## src/rtl/spi_pkt_reader.sv

```systemverilog
module spi_pkt_reader #(
  parameter int CLK_DIV   = 4,
  parameter int INTERVAL  = 250000,
  parameter int MAX_TRIES = 3
) (
  input  logic        clk,
  input  logic        rst_n,
  input  logic        req,
  input  logic [7:0]  cmd,
  output logic        done,
  output logic        err,
  output logic [63:0] data,
  output logic        ss_n,
  output logic        sclk,
  output logic        mosi,
  input  logic        miso
);
  localparam int TW  = $clog2(INTERVAL);
  localparam int DW  = $clog2(CLK_DIV + 1);
  localparam int TRW = $clog2(MAX_TRIES + 1);

  typedef enum logic [1:0] {PH_CMD, PH_ACK, PH_PKT} phase_t;

  logic           busy, xfer, hdr_ok;
  logic [TW-1:0]  tmr;
  logic [DW-1:0]  div;
  logic [2:0]     bitn;
  logic [7:0]     tx, rx, cmd_q, sum;
  logic [3:0]     idx;
  logic [TRW-1:0] tries;
  phase_t         ph;

  wire       edge_t  = xfer && (div == DW'(CLK_DIV - 1));
  wire       rise    = edge_t && !sclk;
  wire       fall    = edge_t && sclk;
  wire       last    = fall && (bitn == 3'd7);
  wire [7:0] ack_val = cmd_q + 8'h30;
  wire       pkt_ok  = hdr_ok && (sum == rx);
  wire       good    = last && ph == PH_PKT && idx == 4'd9 && pkt_ok;
  wire       fail    = last && ((ph == PH_ACK && rx != ack_val) ||
                                (ph == PH_PKT && idx == 4'd9 && !pkt_ok));
  wire       start   = busy && !xfer && tmr == '0;

  assign ss_n = !busy;
  assign mosi = xfer & tx[7];

  always_ff @(posedge clk) begin
    if (!rst_n) begin
      busy <= 1'b0; xfer <= 1'b0; sclk <= 1'b0; done <= 1'b0; err <= 1'b0;
      tmr <= '0; div <= '0; bitn <= '0; tx <= '0; rx <= '0; cmd_q <= '0;
      sum <= '0; idx <= '0; hdr_ok <= 1'b0; tries <= '0; ph <= PH_CMD; data <= '0;
    end else begin
      done <= 1'b0;
      err  <= 1'b0;
      if (tmr != '0) tmr <= tmr - 1'b1;
      if (!busy && req) begin
        busy  <= 1'b1;
        cmd_q <= cmd;
        tries <= TRW'(1);
        ph    <= PH_CMD;
        tx    <= cmd;
        xfer  <= 1'b1;
        div   <= '0;
        bitn  <= '0;
        tmr   <= TW'(INTERVAL - 1);
      end else if (start) begin
        tx   <= (ph == PH_CMD) ? cmd_q : 8'h00;
        xfer <= 1'b1;
        div  <= '0;
        bitn <= '0;
        tmr  <= TW'(INTERVAL - 1);
      end
      if (xfer) begin
        div <= edge_t ? '0 : div + 1'b1;
        if (rise) begin
          sclk <= 1'b1;
          rx   <= {rx[6:0], miso};
        end
        if (fall) begin
          sclk <= 1'b0;
          bitn <= bitn + 3'd1;
          tx   <= {tx[6:0], 1'b0};
          if (bitn == 3'd7) xfer <= 1'b0;
        end
      end
      if (last) begin
        case (ph)
          PH_CMD: ph <= PH_ACK;
          PH_ACK: if (rx == ack_val) begin
            ph  <= PH_PKT;
            idx <= '0;
            sum <= '0;
          end
          default: if (idx != 4'd9) begin
            if (idx == 4'd0) hdr_ok <= (rx == 8'hEE);
            else data <= {data[55:0], rx};
            sum <= sum + rx;
            idx <= idx + 4'd1;
          end
        endcase
      end
      if (good) begin
        done <= 1'b1;
        busy <= 1'b0;
      end
      if (fail) begin
        if (tries == TRW'(MAX_TRIES)) begin
          err  <= 1'b1;
          busy <= 1'b0;
        end else begin
          tries <= tries + 1'b1;
          ph    <= PH_CMD;
        end
      end
    end
  end

  a_r2_clock_only_selected: assert property (@(posedge clk) disable iff (!rst_n)
    sclk |-> !ss_n);
  a_r2_phase_width: assert property (@(posedge clk) disable iff (!rst_n)
    (sclk != $past(sclk)) |-> ($past(div) == DW'(CLK_DIV - 1)));
  a_r3_start_on_slot: assert property (@(posedge clk) disable iff (!rst_n)
    $rose(xfer) |-> ($past(tmr) == '0 || !$past(busy)));
  a_r7_done_releases_select: assert property (@(posedge clk) disable iff (!rst_n)
    done |-> ss_n);
  a_r8_outcome_exclusive: assert property (@(posedge clk) disable iff (!rst_n)
    !(done && err));
  a_r8_tries_bounded: assert property (@(posedge clk) disable iff (!rst_n)
    tries <= TRW'(MAX_TRIES));
  a_r9_cmd_held: assert property (@(posedge clk) disable iff (!rst_n)
    (busy && $past(busy)) |-> $stable(cmd_q));
endmodule

```

## config.mk

```make
export PLATFORM = sky130hd
export DESIGN_NAME = spi_pkt_reader
export DESIGN_NICKNAME = d
export VERILOG_FILES = /design/src/rtl/spi_pkt_reader.sv
export SDC_FILE = /design/constraint.sdc
export NUM_CORES = 1
export LEC_CHECK = 0
export BUFFER_PORTS_ARGS = -buffer_cell sky130_fd_sc_hd__clkbuf_2
export CORE_ASPECT_RATIO = 0.8
export CORE_MARGIN = 2
export CORE_UTILIZATION = 25
export DETAILED_ROUTE_END_ITERATION = 10
export GPL_TIMING_DRIVEN = 0
export SYNTH_ARGS = -nofsm -noshare
export SYNTH_HDL_FRONTEND = slang
export SYNTH_SLANG_ARGS = --single-unit
```

## constraint.sdc

```tcl
create_clock -name clk -period 2.6 [get_ports clk]
set_clock_uncertainty 0.2 [all_clocks]
set_input_delay 0.52 -clock clk [delete_from_list [all_inputs] [get_ports clk]]
set_output_delay 0.52 -clock clk [all_outputs]
set_load 0.01 [all_outputs]
```

---- Yosys cells after proc, flatten, opt, wreduce, memory -nomap -nowiden ----
Cells that the tools add are included.
W data, S select, Z words.
storage, ports and cells
  register bits ........................... 134
  input bits .............................. 12
  output and inout port bits .............. 69
operators by class
  add/subtract/negate cells ............... 7
  eq/ne operators ......................... 12
  muxes and demuxes ....................... 44
  bitwise logic cells ..................... 5
  reduce and logical (&&, ||, !) cells .... 36
operators by type and width
  kind                     number
  $mux W8                  7
  $mux W18                 3
  $mux W3                  8
  $logic_not A18 Y1        1
  $reduce_bool A18 Y1      1
  $sub A18 B1 Y18 const B  1
  $eq A8 B8 Y1             2
  $mux W2                  8
  $pmux W8 S2              1
  $logic_and A1 B1 Y1      15
  $mux W1                  13
  $reduce_and A4 Y1        3
  $add A8 B6 Y8 const B    1
  $add A8 B8 Y8            1
  $eq A8 B8 Y1 const B     1
  $mux W4                  2
  $ne A8 B8 Y1             1
  $pmux W4 S2              1
  $add A3 B1 Y3 const B    2
  $reduce_and A2 Y1        3
  $reduce_bool A3 Y1       2
  $add A4 B1 Y4 const B    1
  $eq A2 B2 Y1 const B     2
  $eq A4 B4 Y1 const B     1
  other kinds (16)         23

---- Logic depth before layout (Yosys ltp) ----
  depth after elaboration ................. 10
  gate-level depth with buffers ........... 9
  gate-level depth less buffers ........... 7

---- Least setup slack after synthesis ----
Ideal clock, no wire load.
  kind .................................... register to register
  start point ............................. reg rx[1]
  end point ............................... reg sum[7]
  arrival ................................. 1832 ps
  data required time ...................... 2278 ps
  setup slack ............................. 446 ps
  stages on the path, launching flop included .. 7
  path buffers ............................ 0
  period minus slack after synthesis ...... 2154 ps
  cells stage by stage .................... dfxtp_1 ha_1 a21oi_1 o2111ai_1 and3_1 or2_2 a221o_1
on the way
  cells in the longest elaborated chain, start to end .. 3
  elaborated cells between the ends (all ways) .. 6
  those cells by class .................... 1 x add/sub; 2 x eq/ne; 2 x mux; 1 x reduce/logical
RTL lines
  element                                                  RTL line  source
  start: declaration                                       28        logic [7:0] tx, rx, cmd_q, sum;
  start signal: assignment                                 77        rx <= {rx[6:0], miso};
  $add A8 B8 Y8 / $eq A8 B8 Y1 (equally long branches)     97, 89
  $mux W8 / $ne A2 B1 Y1 (equally long branches)           n/a
  $pmux W8 S2 / $reduce_and A4 Y1 (equally long branches)  n/a
  end signal: assignment                                   97        sum <= sum + rx;
  end: declaration                                         28
Several ways; a longest one is shown, not always the timed one. The select of a mux whose other input is x is not followed.
A chain may end at the register's enable or synchronous reset.

---- Final worst setup path ----
  start point ............................. reg cmd_q[4]
  end point ............................... reg sum[7]
on the way
  cells in the longest elaborated chain, start to end .. 4
RTL lines
  element                             RTL line  source
  start: declaration                  28
  start signal: assignment            58        cmd_q <= cmd;
  $add A8 B6 Y8                       37        wire [7:0] ack_val = cmd_q + 8'h30;
  $eq A8 B8 Y1                        89        PH_ACK: if (rx == ack_val) begin
  $ne A2 B1 Y1 (no source line)       n/a
  $reduce_and A4 Y1 (no source line)  n/a
Every way passes these cells.

==> reports/metrics.cfg <==
[place]
dp_hpwl_um = 11800
placed_cells = 1107
numPortBuffers = 80
pre_cts_slack_ps = -163
gp_congestion = 0.834
postPlaceCellArea_um2 = 6680

[yosys]
ys_ff_latch = 134
syn_area_per_cell_um2 = 8.23
synth_cell_types = 60
syn-instance-count = 715
yosysSeqAreaShare_pct = 45.6
synthFlopType = dfxtp_1
synth_fp_nets = 745
synth_area_um2 = 5890
async_reset_ff_share_pct = 0
synth_edf_count = 0
ys_warn_count = 0

[worst_setup_path]
cp.arrival_ps = 2570
startpoint_type = flip-flop
cp_max_fo = 7
crit_type = reg -> reg
rrSetupSlack_ps = 140
endpoint_kind = flip-flop
cp.required_ps = 2700

[sta]
tns_ps = 0
timing.hold.ws_ps = 171
timing.final.ws_setup_ps = 138
fin_crit_ps = 2460
min_period_over_period_pct = 94.7
drv_slew = 0
timing_hold_violations_final = 0
tightest_slew_ps = 701
setup_violations = 0
timing.fmax_mhz = 406
slew_headroom_pct = 53.2

[global_routing]
antenna_found_initial = 0
grt_start_max_net_pins = 17
grt_pass1_wl_um = 26200
track_usage_pct = 13.5
overflow = 0
grt_pass1_vias = 4959

[run_status]
status = completed

[power]
switching_share_pct = 23.8
ir_drop_mv = 0.450
p_total_mw = 5.14
leakage_nw = 2.78
intPower_mw = 3.92
combPwrFrac_pct = 7.8
p_seq_share_pct = 42.2
p_clk_share_pct = 50.0
p_per_area_nw_per_um2 = 698
power.switching_mw = 1.22

[cells_and_area]
instances_no_fill = 1143
final_cell_mix = 192 x nand2_1, 134 x dfxtp_1, 95 x a21oi_1, 81 x clkbuf_2, 30 x clkbuf_1
register_area_um2 = 2680
diodes = 0
fin_area_um2 = 7370
fin_util_pct = 31.7
drive_gt1_share_pct = 17.7
area_growth_syn_to_layout_pct = 25.3
nFillCells = 2498
final_common_cell = nand2_1
multi_input_area_um2 = 3020
layout.nets = 848

[die]
num_io_pins = 81
fp.dieH_um = 141
start_util_pct = 25.3
rows = 50
die_w_um = 176
coreArea_um2 = 23300
die_area_um2 = 24800

[clock_tree]
cts_hold_buf = 0
cts_tree = yes
clk_latency_ps = 420
clock_path_buffers = 2
clkTransAtPathRegs_ps = 60
cts_root_buffer = clkbuf_16
cts.sinks = 134
cts_made_buffers = 17
htree_levels = 4

[drt]
viasPerCell = 4.64
first_iter_violations = 396
wl_per_cell_um = 14.4
drc_errors = 0
drtAntennaViolNets = 0
drtPass1Iterations = 5
vias = 5302
drt-total-wl_um = 16500

[flow_run]
cap_violations = 0

[worst_hold_path]
holdCritPathClass = in -> reg

[path summary, 6_finish.rpt]
kind / cells after the start / from / to
worst max-delay path: 7 / cmd_q[4] / sum[7]
worst min-delay path: 3 / cmd[3] / cmd_q[3]
worst max register to register: 7 / cmd_q[4] / sum[7]
worst min register to register: 2 / data[59] / data[59]
[critical path, stage by stage (launching register included)]
cell and delay [ps]:
dfxtp_1 470, inv_1 80, ha_1 300, xor2_1 130, nand4_1 190, nor4_4 410
a211oi_2 230, a221o_1 330
[routing by layer]
metal	vias up	GRT usage, %	wire length [µm]
met5	-	0	0
met4	0	4.35	191
met3	13	3.59	706
met2	100	19.9	7350
met1	2511	19.0	8270
li1	2678	-	-
[synth_stat cells, types with 4 or more instances]
| library cell | count | area, µm² |
|---|---|---|
| a21oi_1 | 95 | 475 |
| a22o_1 | 5 | 43.8 |
| a41oi_1 | 7 | 61.3 |
| and2_1 | 12 | 75.1 |
| and3_1 | 5 | 31.3 |
| buf_2 | 8 | 40.0 |
| clkbuf_1 | 30 | 113 |
| dfxtp_1 | 134 | 2680 |
| ha_1 | 17 | 213 |
| inv_1 | 13 | 48.8 |
| mux2i_1 | 7 | 70.1 |
| nand2_1 | 193 | 724 |
| nand3_1 | 11 | 55.1 |
| nand3b_1 | 4 | 30.0 |
| nand4_1 | 4 | 25.0 |
| nor2_1 | 23 | 86.3 |
| nor3_1 | 15 | 75.1 |
| nor4_1 | 8 | 50.1 |
| o21ai_0 | 30 | 150 |
| xnor2_1 | 13 | 114 |
| xor2_1 | 15 | 131 |
[power by group through the flow]
| stage | Sequential [mW] | Clock (mW) | Combinational (mW) |
|---|---|---|---|
| global placement | 2.21 | 0 | 0.390 |
| detailed placement | 2.21 | 0 | 0.393 |
| floorplan | 2.19 | 0 | 0.301 |
| global route | 2.18 | 2.68 | 0.450 |
| finish | 2.17 | 2.57 | 0.402 |
| CTS | 2.17 | 2.61 | 0.398 |
[cell type report]
class / instances / area share [%]
multi-input combinational: 528 / 41.0
sequential: 134 / 36.4
clock buffer: 20 / 6.19
timing repair buffer: 84 / 5.84
tap: 312 / 5.30
clock inverter: 12 / 2.38
buffer: 39 / 2.19
inverter: 14 / 0.713
[registers in the layout, summed over array words and instances, names as in the netlist]
signal / flops
data: 64
tmr: 18
cmd_q: 8
rx: 8
sum: 8
tx: 8
idx: 4
bitn: 3
div: 3
ph: 2
tries: 2
busy: 1
done: 1
err: 1
hdr_ok: 1
sclk: 1
xfer: 1
[kinds of logic (layout without fill, tap and decap cells)]
logic type / Yosys count / count (layout) / share of synthesized area, %
AOI/OAI and AO/OA: 167 / 167 / 16.6
xor gates and xnor gates: 28 / 28 / 4.17
adders and majority gates: 18 / 18 / 3.95
buffers and inverters: 53 / 169 / 3.61
DFF: 134 / 134 / 45.6
muxes: 9 / 9 / 1.57
and+or+nand+nor: 306 / 306 / 24.5
[timing repair]
item,4_1_cts,5_1_grt
pin swaps,0,2
resized for setup,4,4
endpoints found under the setup margin,25,75
buffers inserted,0,4
Note: power is estimated with default switching activity, not from simulation.
